<file path="config.mk">
export PLATFORM = sky130hd
export DESIGN_NAME = mgmt_serial_master
export DESIGN_NICKNAME = d
export VERILOG_FILES = /design/src/rtl/mgmt_pkg.sv /design/src/rtl/mgmt_clkdiv.sv /design/src/rtl/mgmt_frame_fsm.sv /design/src/rtl/mgmt_serial_master.sv
export SDC_FILE = /design/constraint.sdc
export NUM_CORES = 1
export LEC_CHECK = 0
export ABC_CLOCK_PERIOD_IN_PS = 4600
export CAP_MARGIN = 25
export CORE_MARGIN = 2
export CORE_UTILIZATION = 44
export CTS_BUF_LIST = sky130_fd_sc_hd__clkbuf_4 sky130_fd_sc_hd__clkbuf_8
export DETAILED_ROUTE_END_ITERATION = 6
export PLACE_DENSITY_LB_ADDON = 0.05
export SYNTH_ARGS = -nofsm -noshare
export SYNTH_HDL_FRONTEND = slang
export SYNTH_SLANG_ARGS = --single-unit
</file>
<file path="constraint.sdc">
create_clock -name clk -period 4.6 [get_ports clk]
set_input_delay 0.69 -clock clk [delete_from_list [all_inputs] [get_ports clk]]
set_output_delay 0.69 -clock clk [all_outputs]
set_load 0.01 [all_outputs]
</file>
<file path="src/rtl/mgmt_pkg.sv">
package mgmt_pkg;
    localparam int PHY_W   = 5;
    localparam int RA_W    = 5;
    localparam int DAT_W   = 16;
    localparam int OP_W    = 2;
    localparam int HDR_W   = 2 + OP_W + PHY_W + RA_W;
    localparam logic [OP_W-1:0] OP_RD = 2'b10;

    // command word bit positions
    localparam int GO_BIT   = 29;
    localparam int FAIL_BIT = 28;
    localparam int OP_LSB   = 26;
    localparam int PHY_LSB  = 21;
    localparam int RA_LSB   = 16;

    // configuration word bit positions
    localparam int C22_BIT  = 0;
    localparam int DIV_LSB  = 4;
    localparam int NOPRE_BIT = 12;

    typedef enum logic [2:0] {
        ST_IDLE,
        ST_PRE,
        ST_HDR,
        ST_TA,
        ST_DATA
    } mgmt_state_e;
endpackage

</file>
<file path="src/rtl/mgmt_clkdiv.sv">
module mgmt_clkdiv #(
    parameter int DIV_W = 6
) (
    input  logic             clk,
    input  logic             rst_n,
    input  logic             run,
    input  logic [DIV_W-1:0] div,
    output logic             mdc,
    output logic             fall_evt,
    output logic             rise_evt
);
    logic [DIV_W-1:0] cnt_q;
    logic             mdc_q;
    logic             wrap;

    assign wrap     = run && (cnt_q == div);
    assign fall_evt = wrap && mdc_q;
    assign rise_evt = wrap && !mdc_q;
    assign mdc      = mdc_q;

    always_ff @(posedge clk or negedge rst_n) begin
        if (!rst_n) begin
            cnt_q <= '0;
            mdc_q <= 1'b1;
        end else if (!run) begin
            cnt_q <= '0;
            mdc_q <= 1'b1;
        end else if (wrap) begin
            cnt_q <= '0;
            mdc_q <= ~mdc_q;
        end else begin
            cnt_q <= cnt_q + 1'b1;
        end
    end
endmodule

</file>
<file path="src/rtl/mgmt_frame_fsm.sv">
module mgmt_frame_fsm
    import mgmt_pkg::*;
#(
    parameter int PRE_LEN = 32
) (
    input  logic             clk,
    input  logic             rst_n,
    input  logic             start,
    input  logic             no_pre,
    input  logic [OP_W-1:0]  op,
    input  logic [PHY_W-1:0] phy,
    input  logic [RA_W-1:0]  regad,
    input  logic [DAT_W-1:0] wdata,
    input  logic             mdio_i,
    input  logic             fall_evt,
    input  logic             rise_evt,
    output logic             mdio_o,
    output logic             mdio_oe,
    output logic             done,
    output logic [DAT_W-1:0] rd_data,
    output logic             ta_bad
);
    localparam int CNT_MAX = (PRE_LEN > DAT_W) ? PRE_LEN : DAT_W;
    localparam int CNT_W   = $clog2(CNT_MAX);

    mgmt_state_e      state_q, state_d;
    logic [CNT_W-1:0] cnt_q, cnt_d;
    logic [HDR_W-1:0] hdr;
    logic             is_rd;
    logic             last_bit;
    logic [DAT_W-1:0] sh_q;
    logic             o_q, oe_q, bad_q;

    assign hdr      = {2'b01, op, phy, regad};
    assign is_rd    = (op == OP_RD);
    assign last_bit = (cnt_q == '0);
    assign done     = rise_evt && (state_q == ST_DATA) && last_bit;
    assign rd_data  = {sh_q[DAT_W-2:0], mdio_i};
    assign mdio_o   = o_q;
    assign mdio_oe  = oe_q;
    assign ta_bad   = bad_q;

    // next state
    always_comb begin
        state_d = state_q;
        cnt_d   = cnt_q;
        unique case (state_q)
            ST_IDLE: begin
                if (start) begin
                    if (no_pre) begin
                        state_d = ST_HDR;
                        cnt_d   = CNT_W'(HDR_W - 1);
                    end else begin
                        state_d = ST_PRE;
                        cnt_d   = CNT_W'(PRE_LEN - 1);
                    end
                end
            end
            ST_PRE: begin
                if (rise_evt) begin
                    if (last_bit) begin
                        state_d = ST_HDR;
                        cnt_d   = CNT_W'(HDR_W - 1);
                    end else begin
                        cnt_d = cnt_q - 1'b1;
                    end
                end
            end
            ST_HDR: begin
                if (rise_evt) begin
                    if (last_bit) begin
                        state_d = ST_TA;
                        cnt_d   = CNT_W'(1);
                    end else begin
                        cnt_d = cnt_q - 1'b1;
                    end
                end
            end
            ST_TA: begin
                if (rise_evt) begin
                    if (last_bit) begin
                        state_d = ST_DATA;
                        cnt_d   = CNT_W'(DAT_W - 1);
                    end else begin
                        cnt_d = cnt_q - 1'b1;
                    end
                end
            end
            ST_DATA: begin
                if (rise_evt) begin
                    if (last_bit) begin
                        state_d = ST_IDLE;
                        cnt_d   = '0;
                    end else begin
                        cnt_d = cnt_q - 1'b1;
                    end
                end
            end
            default: begin
                state_d = ST_IDLE;
                cnt_d   = '0;
            end
        endcase
    end

    // state register
    always_ff @(posedge clk or negedge rst_n) begin
        if (!rst_n) begin
            state_q <= ST_IDLE;
            cnt_q   <= '0;
        end else begin
            state_q <= state_d;
            cnt_q   <= cnt_d;
        end
    end

    // outputs: drive on MDC fall, sample on MDC rise
    always_ff @(posedge clk or negedge rst_n) begin
        if (!rst_n) begin
            o_q   <= 1'b1;
            oe_q  <= 1'b0;
            sh_q  <= '0;
            bad_q <= 1'b0;
        end else begin
            if (start) begin
                bad_q <= 1'b0;
            end
            if (fall_evt) begin
                unique case (state_q)
                    ST_PRE: begin
                        o_q  <= 1'b1;
                        oe_q <= 1'b1;
                    end
                    ST_HDR: begin
                        o_q  <= hdr[cnt_q];
                        oe_q <= 1'b1;
                    end
                    ST_TA: begin
                        if (is_rd) begin
                            oe_q <= 1'b0;
                        end else begin
                            o_q  <= cnt_q[0];
                            oe_q <= 1'b1;
                        end
                    end
                    ST_DATA: begin
                        if (is_rd) begin
                            oe_q <= 1'b0;
                        end else begin
                            o_q  <= wdata[cnt_q[3:0]];
                            oe_q <= 1'b1;
                        end
                    end
                    default: oe_q <= 1'b0;
                endcase
            end else if (state_q == ST_IDLE && !start) begin
                oe_q <= 1'b0;
            end
            if (rise_evt && is_rd) begin
                if (state_q == ST_TA && last_bit) begin
                    bad_q <= mdio_i;
                end
                if (state_q == ST_DATA) begin
                    sh_q <= {sh_q[DAT_W-2:0], mdio_i};
                end
            end
        end
    end
endmodule

</file>
<file path="src/rtl/mgmt_serial_master.sv">
module mgmt_serial_master
    import mgmt_pkg::*;
#(
    parameter int          ADDR_W  = 3,
    parameter int          DIV_W   = 6,
    parameter logic [5:0]  DIV_RST = 6'd9,
    parameter int          PRE_LEN = 32
) (
    input  logic              clk,
    input  logic              rst_n,
    input  logic              bus_en,
    input  logic              bus_we,
    input  logic [ADDR_W-1:0] bus_addr,
    input  logic [31:0]       bus_wdata,
    output logic [31:0]       bus_rdata,
    output logic              mdc,
    output logic              mdio_o,
    output logic              mdio_oe,
    input  logic              mdio_i
);
    localparam logic [ADDR_W-1:0] CMD_OFS = ADDR_W'(0);
    localparam logic [ADDR_W-1:0] CFG_OFS = ADDR_W'(4);

    logic [OP_W-1:0]  cmd_op_q;
    logic [PHY_W-1:0] cmd_phy_q;
    logic [RA_W-1:0]  cmd_ra_q;
    logic [DAT_W-1:0] cmd_dat_q;
    logic             busy_q, fail_q;
    logic             cfg_c22_q, cfg_nopre_q;
    logic [DIV_W-1:0] cfg_div_q;

    logic             wr_cmd, wr_cfg, start;
    logic             fall_evt, rise_evt, done, ta_bad;
    logic [DAT_W-1:0] rd_data;
    logic             unused_wbits;

    assign wr_cmd = bus_en && bus_we && !busy_q && (bus_addr == CMD_OFS);
    assign wr_cfg = bus_en && bus_we && !busy_q && (bus_addr == CFG_OFS);
    assign start  = wr_cmd && bus_wdata[GO_BIT];
    assign unused_wbits = ^{bus_wdata[31:30], bus_wdata[FAIL_BIT]};

    always_ff @(posedge clk or negedge rst_n) begin
        if (!rst_n) begin
            cmd_op_q    <= '0;
            cmd_phy_q   <= '0;
            cmd_ra_q    <= '0;
            cmd_dat_q   <= '0;
            busy_q      <= 1'b0;
            fail_q      <= 1'b0;
            cfg_c22_q   <= 1'b1;
            cfg_nopre_q <= 1'b0;
            cfg_div_q   <= DIV_W'(DIV_RST);
        end else begin
            if (wr_cmd) begin
                cmd_op_q  <= bus_wdata[OP_LSB +: OP_W];
                cmd_phy_q <= bus_wdata[PHY_LSB +: PHY_W];
                cmd_ra_q  <= bus_wdata[RA_LSB +: RA_W];
                cmd_dat_q <= bus_wdata[DAT_W-1:0];
                if (bus_wdata[GO_BIT]) begin
                    busy_q <= 1'b1;
                    fail_q <= 1'b0;
                end
            end
            if (wr_cfg) begin
                cfg_c22_q   <= bus_wdata[C22_BIT];
                cfg_nopre_q <= bus_wdata[NOPRE_BIT];
                cfg_div_q   <= bus_wdata[DIV_LSB +: DIV_W];
            end
            if (done) begin
                busy_q <= 1'b0;
                if (cmd_op_q == OP_RD) begin
                    cmd_dat_q <= rd_data;
                    fail_q    <= ta_bad;
                end
            end
        end
    end

    always_comb begin
        bus_rdata = '0;
        if (bus_addr == CMD_OFS) begin
            bus_rdata[GO_BIT]              = busy_q;
            bus_rdata[FAIL_BIT]            = fail_q;
            bus_rdata[OP_LSB +: OP_W]      = cmd_op_q;
            bus_rdata[PHY_LSB +: PHY_W]    = cmd_phy_q;
            bus_rdata[RA_LSB +: RA_W]      = cmd_ra_q;
            bus_rdata[DAT_W-1:0]           = cmd_dat_q;
        end else if (bus_addr == CFG_OFS) begin
            bus_rdata[C22_BIT]             = cfg_c22_q;
            bus_rdata[NOPRE_BIT]           = cfg_nopre_q;
            bus_rdata[DIV_LSB +: DIV_W]    = cfg_div_q;
        end
    end

    mgmt_clkdiv #(.DIV_W(DIV_W)) u_div (
        .clk      (clk),
        .rst_n    (rst_n),
        .run      (busy_q),
        .div      (cfg_div_q),
        .mdc      (mdc),
        .fall_evt (fall_evt),
        .rise_evt (rise_evt)
    );

    mgmt_frame_fsm #(.PRE_LEN(PRE_LEN)) u_fsm (
        .clk      (clk),
        .rst_n    (rst_n),
        .start    (start),
        .no_pre   (cfg_nopre_q),
        .op       (cmd_op_q),
        .phy      (cmd_phy_q),
        .regad    (cmd_ra_q),
        .wdata    (cmd_dat_q),
        .mdio_i   (mdio_i),
        .fall_evt (fall_evt),
        .rise_evt (rise_evt),
        .mdio_o   (mdio_o),
        .mdio_oe  (mdio_oe),
        .done     (done),
        .rd_data  (rd_data),
        .ta_bad   (ta_bad)
    );
endmodule

</file>
# ---- Word level (Yosys, flattened, before mapping)
# Index checks and enable logic that the tools add are counted.
dict set report word_totals {
  ff_bits 71
  input_bits 40
  out_inout_bits 35
  wordCells 130
}
dict set report op_classes {
  addsub 2
  n_lt_le_gt_ge 2
  eq_ne 19
  n_mux 59
  bitwise_logic 1
  n_reduce_logical 30
}
# op n
set ops {}
lappend ops {{$mux W5} 10}
lappend ops {{$mux W16} 3}
lappend ops {{$mux W3} 10}
lappend ops {{$pmux W5 S5} 1}
lappend ops {{$mux W6} 4}
lappend ops {{$mux W1} 23}
lappend ops {{$ne A2 B1 Y1 const B} 10}
lappend ops {{$mux W17} 1}
lappend ops {{$pmux W3 S5} 1}
lappend ops {{$logic_and A1 B1 Y1} 13}
lappend ops {{$reduce_and A9 Y1} 1}
lappend ops {{$bmux W1 S4} 2}
lappend ops {{$add A6 B1 Y6 const B} 1}
lappend ops {{$eq A3 B2 Y1 const B} 2}
lappend ops {{$eq A3 B3 Y1 const B} 2}
lappend ops {{$eq A6 B6 Y1} 1}
lappend ops {{$logic_not A3 Y1} 2}
lappend ops {{$reduce_bool A2 Y1} 3}
lappend ops {{$logic_not A5 Y1} 1}
lappend ops {{$lt A4 B5 Y1 const B} 1}
lappend ops {{$lt A5 B5 Y1 const B} 1}
lappend ops {{$reduce_and A5 Y1} 1}
lappend ops {{$sub A5 B1 Y5 const B} 1}
lappend ops {{$mux W2} 2}
lappend ops {{other kinds (11)} 16}

# ---- Longest topological paths before layout
# Gate-level depths: netlist of the first run.
dict set report depth {
  ltp_word 8
  mapped_depth 9
}

# ---- Cells and area by module
# A second synthesis of the first run with hierarchy kept.
dict set report hier_totals {
  hier_cells 392
  hier_area_um2 4051.4
}
# module n_inst cells_per_inst area_each_um2
set by_module_without_submodules {}
lappend by_module_without_submodules {mgmt_serial_master 1 193 1985.7}
lappend by_module_without_submodules {mgmt_frame_fsm 1 161 1696.6}
lappend by_module_without_submodules {mgmt_clkdiv 1 38 369.1}

# ---- Least setup slack after synthesis of the first run
# Ideal clock, no wire load.
dict set report synth_path {
  kind {register -> register}
  startpoint {reg u_fsm.cnt_q[0]}
  endpoint {reg u_fsm.bad_q, in the netlist u_fsm.ta_bad}
  setup_time_ns 0.125
  arrival_ns 2.210
  t_required_ns 4.475
  slack_ns 2.265
  path_stages_with_launch 8
  n_path_buf 2
  period_less_slack_ns 2.335
  path_cell_list {dfrtp_1 buf_2 inv_1 ha_1 or4b_1 clkbuf_1 nor4_1 mux2_2}
}
dict set report synth_via {
  elab_chain_len 4
}
# element line_no
set synth_rtl {}
lappend synth_rtl {{start, declared} mgmt_frame_fsm.sv:27} ;# logic [CNT_W-1:0] cnt_q, cnt_d;
lappend synth_rtl {{start signal, assigned} mgmt_frame_fsm.sv:113} ;# cnt_q <= cnt_d;
lappend synth_rtl {{$logic_not A5 Y1} mgmt_frame_fsm.sv:36} ;# assign last_bit = (cnt_q == '0);
lappend synth_rtl {{$logic_and A1 B1 Y1} mgmt_frame_fsm.sv:160} ;# if (state_q == ST_TA && last_bit) begin
lappend synth_rtl {{$mux W1} mgmt_frame_fsm.sv:160}
lappend synth_rtl {{$mux W1} mgmt_frame_fsm.sv:159} ;# if (rise_evt && is_rd) begin
lappend synth_rtl {{end signal, assigned} mgmt_frame_fsm.sv:161} ;# bad_q <= mdio_i;
lappend synth_rtl {{end, declared} mgmt_frame_fsm.sv:32} ;# logic o_q, oe_q, bad_q;
# No other way between the ends.
# A chain may end at the register's enable or synchronous reset.

# ---- Worst setup path in the final report of the first run
dict set report layout_path {
  startpoint {in bus_addr[2]}
  endpoint {out bus_rdata[28]}
}
dict set report layout_via {
  elab_chain_len 2
}
# element line_no
set layout_rtl {}
lappend layout_rtl {{start, declared} mgmt_serial_master.sv:13} ;# input logic [ADDR_W-1:0] bus_addr,
lappend layout_rtl {{$logic_not A3 Y1} mgmt_serial_master.sv:81} ;# if (bus_addr == CMD_OFS) begin
lappend layout_rtl {{$mux W17} mgmt_serial_master.sv:81}
lappend layout_rtl {{end, declared} mgmt_serial_master.sv:15} ;# output logic [31:0] bus_rdata,
# No other way between the ends.

==> flow_metrics.env, run 1 <==
export IMPL_worstSetupEndpointType="primary output"
export IMPL_post_cts_buffers=0
export IMPL_hold_buffers=0
export IMPL_drt_iter0_markers=92
export IMPL_hp_class="in2async"
export IMPL_wl_mm=9.24
export IMPL_p_comb_share_pct=27.5
export IMPL_worstSetupPathType="in2out"
export IMPL_io_buffers=69
export IMPL_ios=75
export IMPL_htree_levels=3
export IMPL_n_fill_cell=782
export IMPL_cts_root_buf="clkbuf_8"
export IMPL_clk_latency_ns=0.35
export IMPL_gp_congestion=0.829
export IMPL_startpoint_type="primary input"
export IMPL_fin_nets=456
export IMPL_cts_resized_gates=0
export IMPL_preCtsSetupSlack_ns=1.38
export IMPL_max_stage_delay_ns=0.54
export IMPL_final_layout_size_suffix_gt1_share_pct=19.9
export IMPL_ant_nets=0
export IMPL_synth_enable_flop_cells=0
export IMPL_max_freq_mhz=313
export IMPL_critPathArrivalTime_ns=2.50
export IMPL_antenna_cells=0
export IMPL_clock_path_buffers=2
export IMPL_ys_seq_area_share_pct=45.4
export IMPL_die_w_um=98.4
export IMPL_cap_violations=0
export IMPL_async_flop_share_pct=100
export IMPL_worstMarginPinSlew_ns=0.749
export IMPL_yosys_top_cells_area="dfrtp_1, mux2_2, mux2i_1, mux4_2, and2_1"
export IMPL_vias=2878
export IMPL_yosysTopAreaCell="dfrtp_1"
export IMPL_rsz0062_at_grt="no"
export IMPL_grt_pass1_wl_mm=15.3
export IMPL_netlist_area_sq_um=3920
export IMPL_start_util_pct=45.2
export IMPL_slew_violations=0
export IMPL_tns_ns=0
export IMPL_num_rows=34
export IMPL_via_per_inst=5.47
export IMPL_place_hpwl_mm=6.53
export IMPL_critPathMaxFanout=22
export IMPL_status="completed"
export IMPL_netlist_area_leader_share_pct=42.1
export IMPL_internal_power_uw=1360
export IMPL_irDropWorstVdd_mv=0.194
export IMPL_required_ns=3.91
export IMPL_synth_most_common_cell="dfrtp_1"
export IMPL_slew_headroom_pct=50.1
export IMPL_swShare_pct=32.5
export IMPL_grt_max_degree=40
export IMPL_min_period_ns=3.19
export IMPL_ys_warn_count=0
export IMPL_cts_sinks=71
export IMPL_drt_pass1_iterations=4
export IMPL_p_leak_uw=0.00203
export IMPL_synthCells=352
export IMPL_p_seq_share_pct=46.1
export IMPL_final_hold_violation_count=0
export IMPL_finalCritPeriodShare_pct=69.4
export IMPL_grt_pass1_vias=2905
export IMPL_antenna_found_initial=0
export IMPL_p_per_area_nw_per_um2=411
export IMPL_crit_chain="clkdlybuf4s50_1 > buf_4 > nor3_2 > buf_4 > and2_1 > clkdlybuf4s50_1"
export IMPL_clk_pin_slew_ns=0.08
export IMPL_coreArea_sq_um=8680
export IMPL_finClkSkew_ns=0.0136
export IMPL_pwr_share_clk_pct=26.3
export IMPL_cts_made_buffers=9
export IMPL_grtUsageTotal_pct=20.1
export IMPL_cts_tree="built"
export IMPL_syn_avg_cell_area_sq_um=11.1
export IMPL_yosysUniqueCellTypes=57
export IMPL_setup_viol=0
export IMPL_synth_seq_cells=71
export IMPL_synth_common_cells="dfrtp_1, mux2_2, mux2i_1"
export IMPL_switching_power_uw=652
export IMPL_worst_slack_ns=1.41
export IMPL_synth_ff_type="dfrtp_1"
export IMPL_crit_slowest_cell="clkdlybuf4s50_1"
export IMPL_fp_dieArea_sq_um=9690
export IMPL_gr_total_overflow=0
export IMPL_area_growth_pct=24.6
export IMPL_drc=0
export IMPL_wl_per_cell_um=17.6
export IMPL_die_h_um=98.4
-- per-layer routing --
metal / part of all wire (%) / routed length (um) / up-vias / global-route usage, %
met1: 48 / 4470 / 1409 / 29.1
met5: 0 / 0 / - / 0
li1: - / - / 1385 / -
met2: 47 / 4300 / 71 / 31.0
met3: 3.3 / 307 / 13 / 3.19
met4: 1.7 / 155 / 0 / 6.74
-- cell families (layout without fill, tap and decap cells) --
| family | count (synthesis) | after routing | synth area share [%] |
|---|---|---|---|
| other | 1 | 2 | 0.0956 |
| buffers and inverters | 33 | 98 | 4.05 |
| AND/OR/NAND/NOR | 107 | 107 | 15.6 |
| AO/OA/AOI/OAI | 48 | 48 | 8.04 |
| XOR/XNOR | 11 | 11 | 2.46 |
| multiplexers | 78 | 78 | 23.4 |
| flip-flops | 71 | 71 | 45.4 |
| adder cells (fa/ha/maj) | 3 | 3 | 0.957 |
-- power by group through the flow --
stage	clock network [uW]	registers, uW	logic (uW)
after floorplan	0	848	446
after global placement	0	937	544
after detailed placement	0	941	556
after CTS	545	929	560
after global routing	569	954	612
final	529	927	553
-- worst paths after layout --
kind                                                 start                            to  slack [ns]  depth (start not counted)
max in group asynchronous                            rst_n         cfg_c22_q$_DFFE_PN1P_        3.50                          3
min in group clk                 u_fsm.mdio_oe$_DFFE_PN0P_     u_fsm.mdio_oe$_DFFE_PN0P_        0.49                          2
worst max-delay path                           bus_addr[2]                 bus_rdata[28]        1.41                          6
worst min-delay path                                 rst_n  u_fsm.state_q[0]$_DFFE_PN0P_        0.18                          1
worst min register to register   u_fsm.mdio_oe$_DFFE_PN0P_     u_fsm.mdio_oe$_DFFE_PN0P_        0.49                          2
worst max register to register  u_fsm.cnt_q[0]$_DFFE_PN0P_              fail_q$_DFF_PN0_        1.71                          5
-- sequential cells by signal, summed over array words and instances, names as in the netlist --
| signal | count |
|---|---|
| cfg_nopre_q | 1 |
| cmd_phy_q | 5 |
| cmd_ra_q | 5 |
| cmd_op_q | 2 |
| u_fsm.state_q | 3 |
| u_fsm.cnt_q | 5 |
| u_fsm.sh_q | 15 |
| fail_q | 1 |
| u_fsm.ta_bad | 1 |
| cfg_div_q | 6 |
| u_div.mdc | 1 |
| cmd_dat_q | 16 |
| u_fsm.mdio_o | 1 |
| u_fsm.mdio_oe | 1 |
| cfg_c22_q | 1 |
| u_div.cnt_q | 6 |
| busy_q | 1 |
-- worst max-delay path, delay by kind of cell --
kind | cells | cell delay, ns
buffers and inverters | 4 | 1.42
and+or+nand+nor | 2 | 0.37
-- per-stage QoR --
step | hold WS [ns] | instance area, sq um | total power, uW | instances | utilization [%]
global placement | 0.480 | 4660 | 1480 | 509 | 53.7
floorplan | 0.394 | 3930 | 1290 | 353 | -
CTS | 0.177 | 4890 | 2030 | 526 | 56.3
detailed placement | 0.480 | 4680 | 1500 | 510 | 53.9
finish | 0.182 | 4890 | 2010 | 526 | 56.3
global route | 0.173 | 4890 | 2130 | 526 | 56.3
-- cell type report --
type                    count  area (sq um)  area share (%)
flip-flops and latches     71          1780            36.5
clock inverters             5          63.8            1.31
clock buffers              11           145            2.97
well taps                 108           135            2.76
inverters                   7          26.3           0.538
multi-input cells         249          1990            40.7
repair buffers             75           743            15.2
-- cells in the final DEF, fill, tap and decap left out, drive strengths merged, types with 2 or more instances in the layout --
cell / instances
and2: 24
conb: 2
buf: 7
nor2: 25
nand3: 7
nor4: 3
nor2b: 2
o211ai: 2
clkdlybuf4s50: 68
or3b: 2
nand2: 11
mux2: 39
a31oi: 3
or2: 3
nor3: 19
clkbuf: 11
o21ai: 4
inv: 9
xor2: 8
xnor2: 3
dfstp: 5
ha: 3
a21o: 2
dfrtp: 66
mux2i: 32
nand4: 2
mux4: 7
a21oi: 23
a211oi: 3
Note: power is estimated with default switching activity, not from simulation.
==> run 2: changes to the inputs <==
ABC_CLOCK_PERIOD_IN_PS = 2800   (was 4600)
clock period = 2.8 ns   (was 4.6 ns; I/O delays follow)
==> flow_metrics.env, run 2 (synthesis gave the netlist of run 1 again) <==
export IMPL_status="completed"
export IMPL_antenna_cells=0
export IMPL_drt_pass1_iterations=4
export IMPL_startpoint_type="primary input"
export IMPL_hold_buffers=0
export IMPL_gp_congestion=0.940
export IMPL_crit_chain="clkdlybuf4s50_1 > or2_2 > nor2_1 > clkdlybuf4s50_1"
export IMPL_num_rows=34
export IMPL_io_buffers=69
export IMPL_top_register="cmd_dat_q"
export IMPL_worst_slack_ns=0.294
export IMPL_p_per_area_nw_per_um2=667
export IMPL_cts_root_buf="clkbuf_8"
export IMPL_swShare_pct=32.8
export IMPL_critPathArrivalTime_ns=2.09
export IMPL_slew_headroom_pct=58.8
export IMPL_cap_violations=0
export IMPL_start_util_pct=45.2
export IMPL_slew_violations=0
export IMPL_grt_max_degree=72
export IMPL_wl_mm=9.15
export IMPL_worstMarginPinSlew_ns=0.619
export IMPL_required_ns=2.38
export IMPL_fin_nets=467
export IMPL_placed_cell_area_sq_um=4770
export IMPL_preCtsSetupSlack_ns=0.290
export IMPL_antenna_found_initial=0
export IMPL_final_layout_size_suffix_gt1_share_pct=21.9
export IMPL_largestRegisters="cmd_dat_q (16), u_fsm.sh_q (15)"
export IMPL_dp_cells=521
export IMPL_vias=2908
export IMPL_post_cts_buffers=0
export IMPL_ff_latch_area_sq_um=1780
export IMPL_crit_slowest_cell="clkdlybuf4s50_1"
export IMPL_tns_ns=0
export IMPL_cpMostUsedCell="clkdlybuf4s50_1"
export IMPL_p_leak_uw=0.00207
export IMPL_grt_pass1_vias=2998
export IMPL_clk_pin_slew_ns=0.09
export IMPL_drc=0
export IMPL_grtUsageTotal_pct=20.0
export IMPL_final_common_cell="clkdlybuf4s50_1"
export IMPL_n_fill_cell=801
export IMPL_internal_power_uw=2230
export IMPL_drt_iter0_markers=103
export IMPL_cts_sinks=71
export IMPL_fp_dieArea_sq_um=9690
export IMPL_gr_total_overflow=0
export IMPL_p_comb_share_pct=30.7
export IMPL_area_growth_pct=26.6
export IMPL_cts_made_buffers=9
export IMPL_min_period_ns=2.51
export IMPL_p_seq_share_pct=44.1
export IMPL_critPathMaxFanout=8
export IMPL_cts_tree="built"
export IMPL_finClkSkew_ns=0.0136
export IMPL_htree_levels=3
export IMPL_rsz0062_at_grt="no"
export IMPL_switching_power_uw=1080
export IMPL_ant_nets=0
export IMPL_via_per_inst=5.42
export IMPL_max_stage_delay_ns=0.57
export IMPL_layout_cells_non_filler=537
export IMPL_cts_resized_gates=0
export IMPL_largest_reg_flops=16
export IMPL_clk_latency_ns=0.34
export IMPL_final_hold_violation_count=0
export IMPL_hp_class="in2async"
export IMPL_die_h_um=98.4
export IMPL_irDropWorstVdd_mv=0.291
export IMPL_final_cell_mix="clkdlybuf4s50_1, dfrtp_1, mux2_2"
export IMPL_coreArea_sq_um=8680
export IMPL_wl_per_cell_um=17.0
export IMPL_final_area_sq_um=4970
export IMPL_pwr_share_clk_pct=25.1
export IMPL_place_hpwl_mm=6.56
export IMPL_setup_viol=0
export IMPL_worstSetupEndpointType="primary output"
export IMPL_finalCritPeriodShare_pct=89.5
export IMPL_max_freq_mhz=399
export IMPL_clock_path_buffers=2
export IMPL_grt_pass1_wl_mm=15.5
export IMPL_die_w_um=98.4
export IMPL_ios=75
export IMPL_worstSetupPathType="in2out"
export IMPL_multi_input_comb_area_sq_um=1990
run 2: power groups by stage:
stage,Combinational [uW],Clock (uW),Sequential (uW)
after floorplan,733,0,1390
after global placement,1010,0,1480
after detailed placement,1020,0,1480
after CTS,1030,848,1460
after global routing,1130,892,1500
final,1020,832,1460
run 2: worst paths after layout:
kind	slack (ns)	depth (start not counted)	from	end
max reg2reg	0.48	5	u_fsm.cnt_q[1]$_DFFE_PN0P_	u_fsm.ta_bad$_DFF_PN0_
min reg2reg	0.50	2	u_fsm.mdio_oe$_DFFE_PN0P_	u_fsm.mdio_oe$_DFFE_PN0P_
min in group clk	0.50	2	u_fsm.mdio_oe$_DFFE_PN0P_	u_fsm.mdio_oe$_DFFE_PN0P_
max	0.29	4	bus_addr[1]	bus_rdata[0]
min	0.09	2	rst_n	u_fsm.state_q[2]$_DFFE_PN0P_
max in group asynchronous	2.37	2	rst_n	cfg_c22_q$_DFFE_PN1P_
run 2: critical path, delay by kind of cell:
family,cells,cell delay [ns]
simple gates,2,0.63
buf+inv,2,1.04
run 2: final cells by class:
class / instances / area share, %
Timing Repair Buffer: 86 / 16.9
Clock buffer: 9 / 2.49
Clock inverter: 7 / 1.44
Inverter: 7 / 0.529
Multi-Input combinational cell: 249 / 40.1
Sequential cell: 71 / 35.9
Tap cell: 108 / 2.72
run 2: per-layer routing:
layer / track usage, % / vias to the layer above / routed length [um]
met2: 31.4 / 54 / 4270
met5: 0 / - / 0
met4: 5.58 / 0 / 107
met1: 29.1 / 1434 / 4470
met3: 3.12 / 9 / 309
li1: - / 1411 / -
run 2: metrics by stage:
step	util, %	total power, uW	hold WS (ns)
final	57.3	3310	0.0883
after global routing	57.3	3520	0.114
after CTS	57.3	3340	0.101
after detailed placement	55.0	2500	0.479
after global placement	55.0	2480	0.476
after floorplan	-	2130	0.124
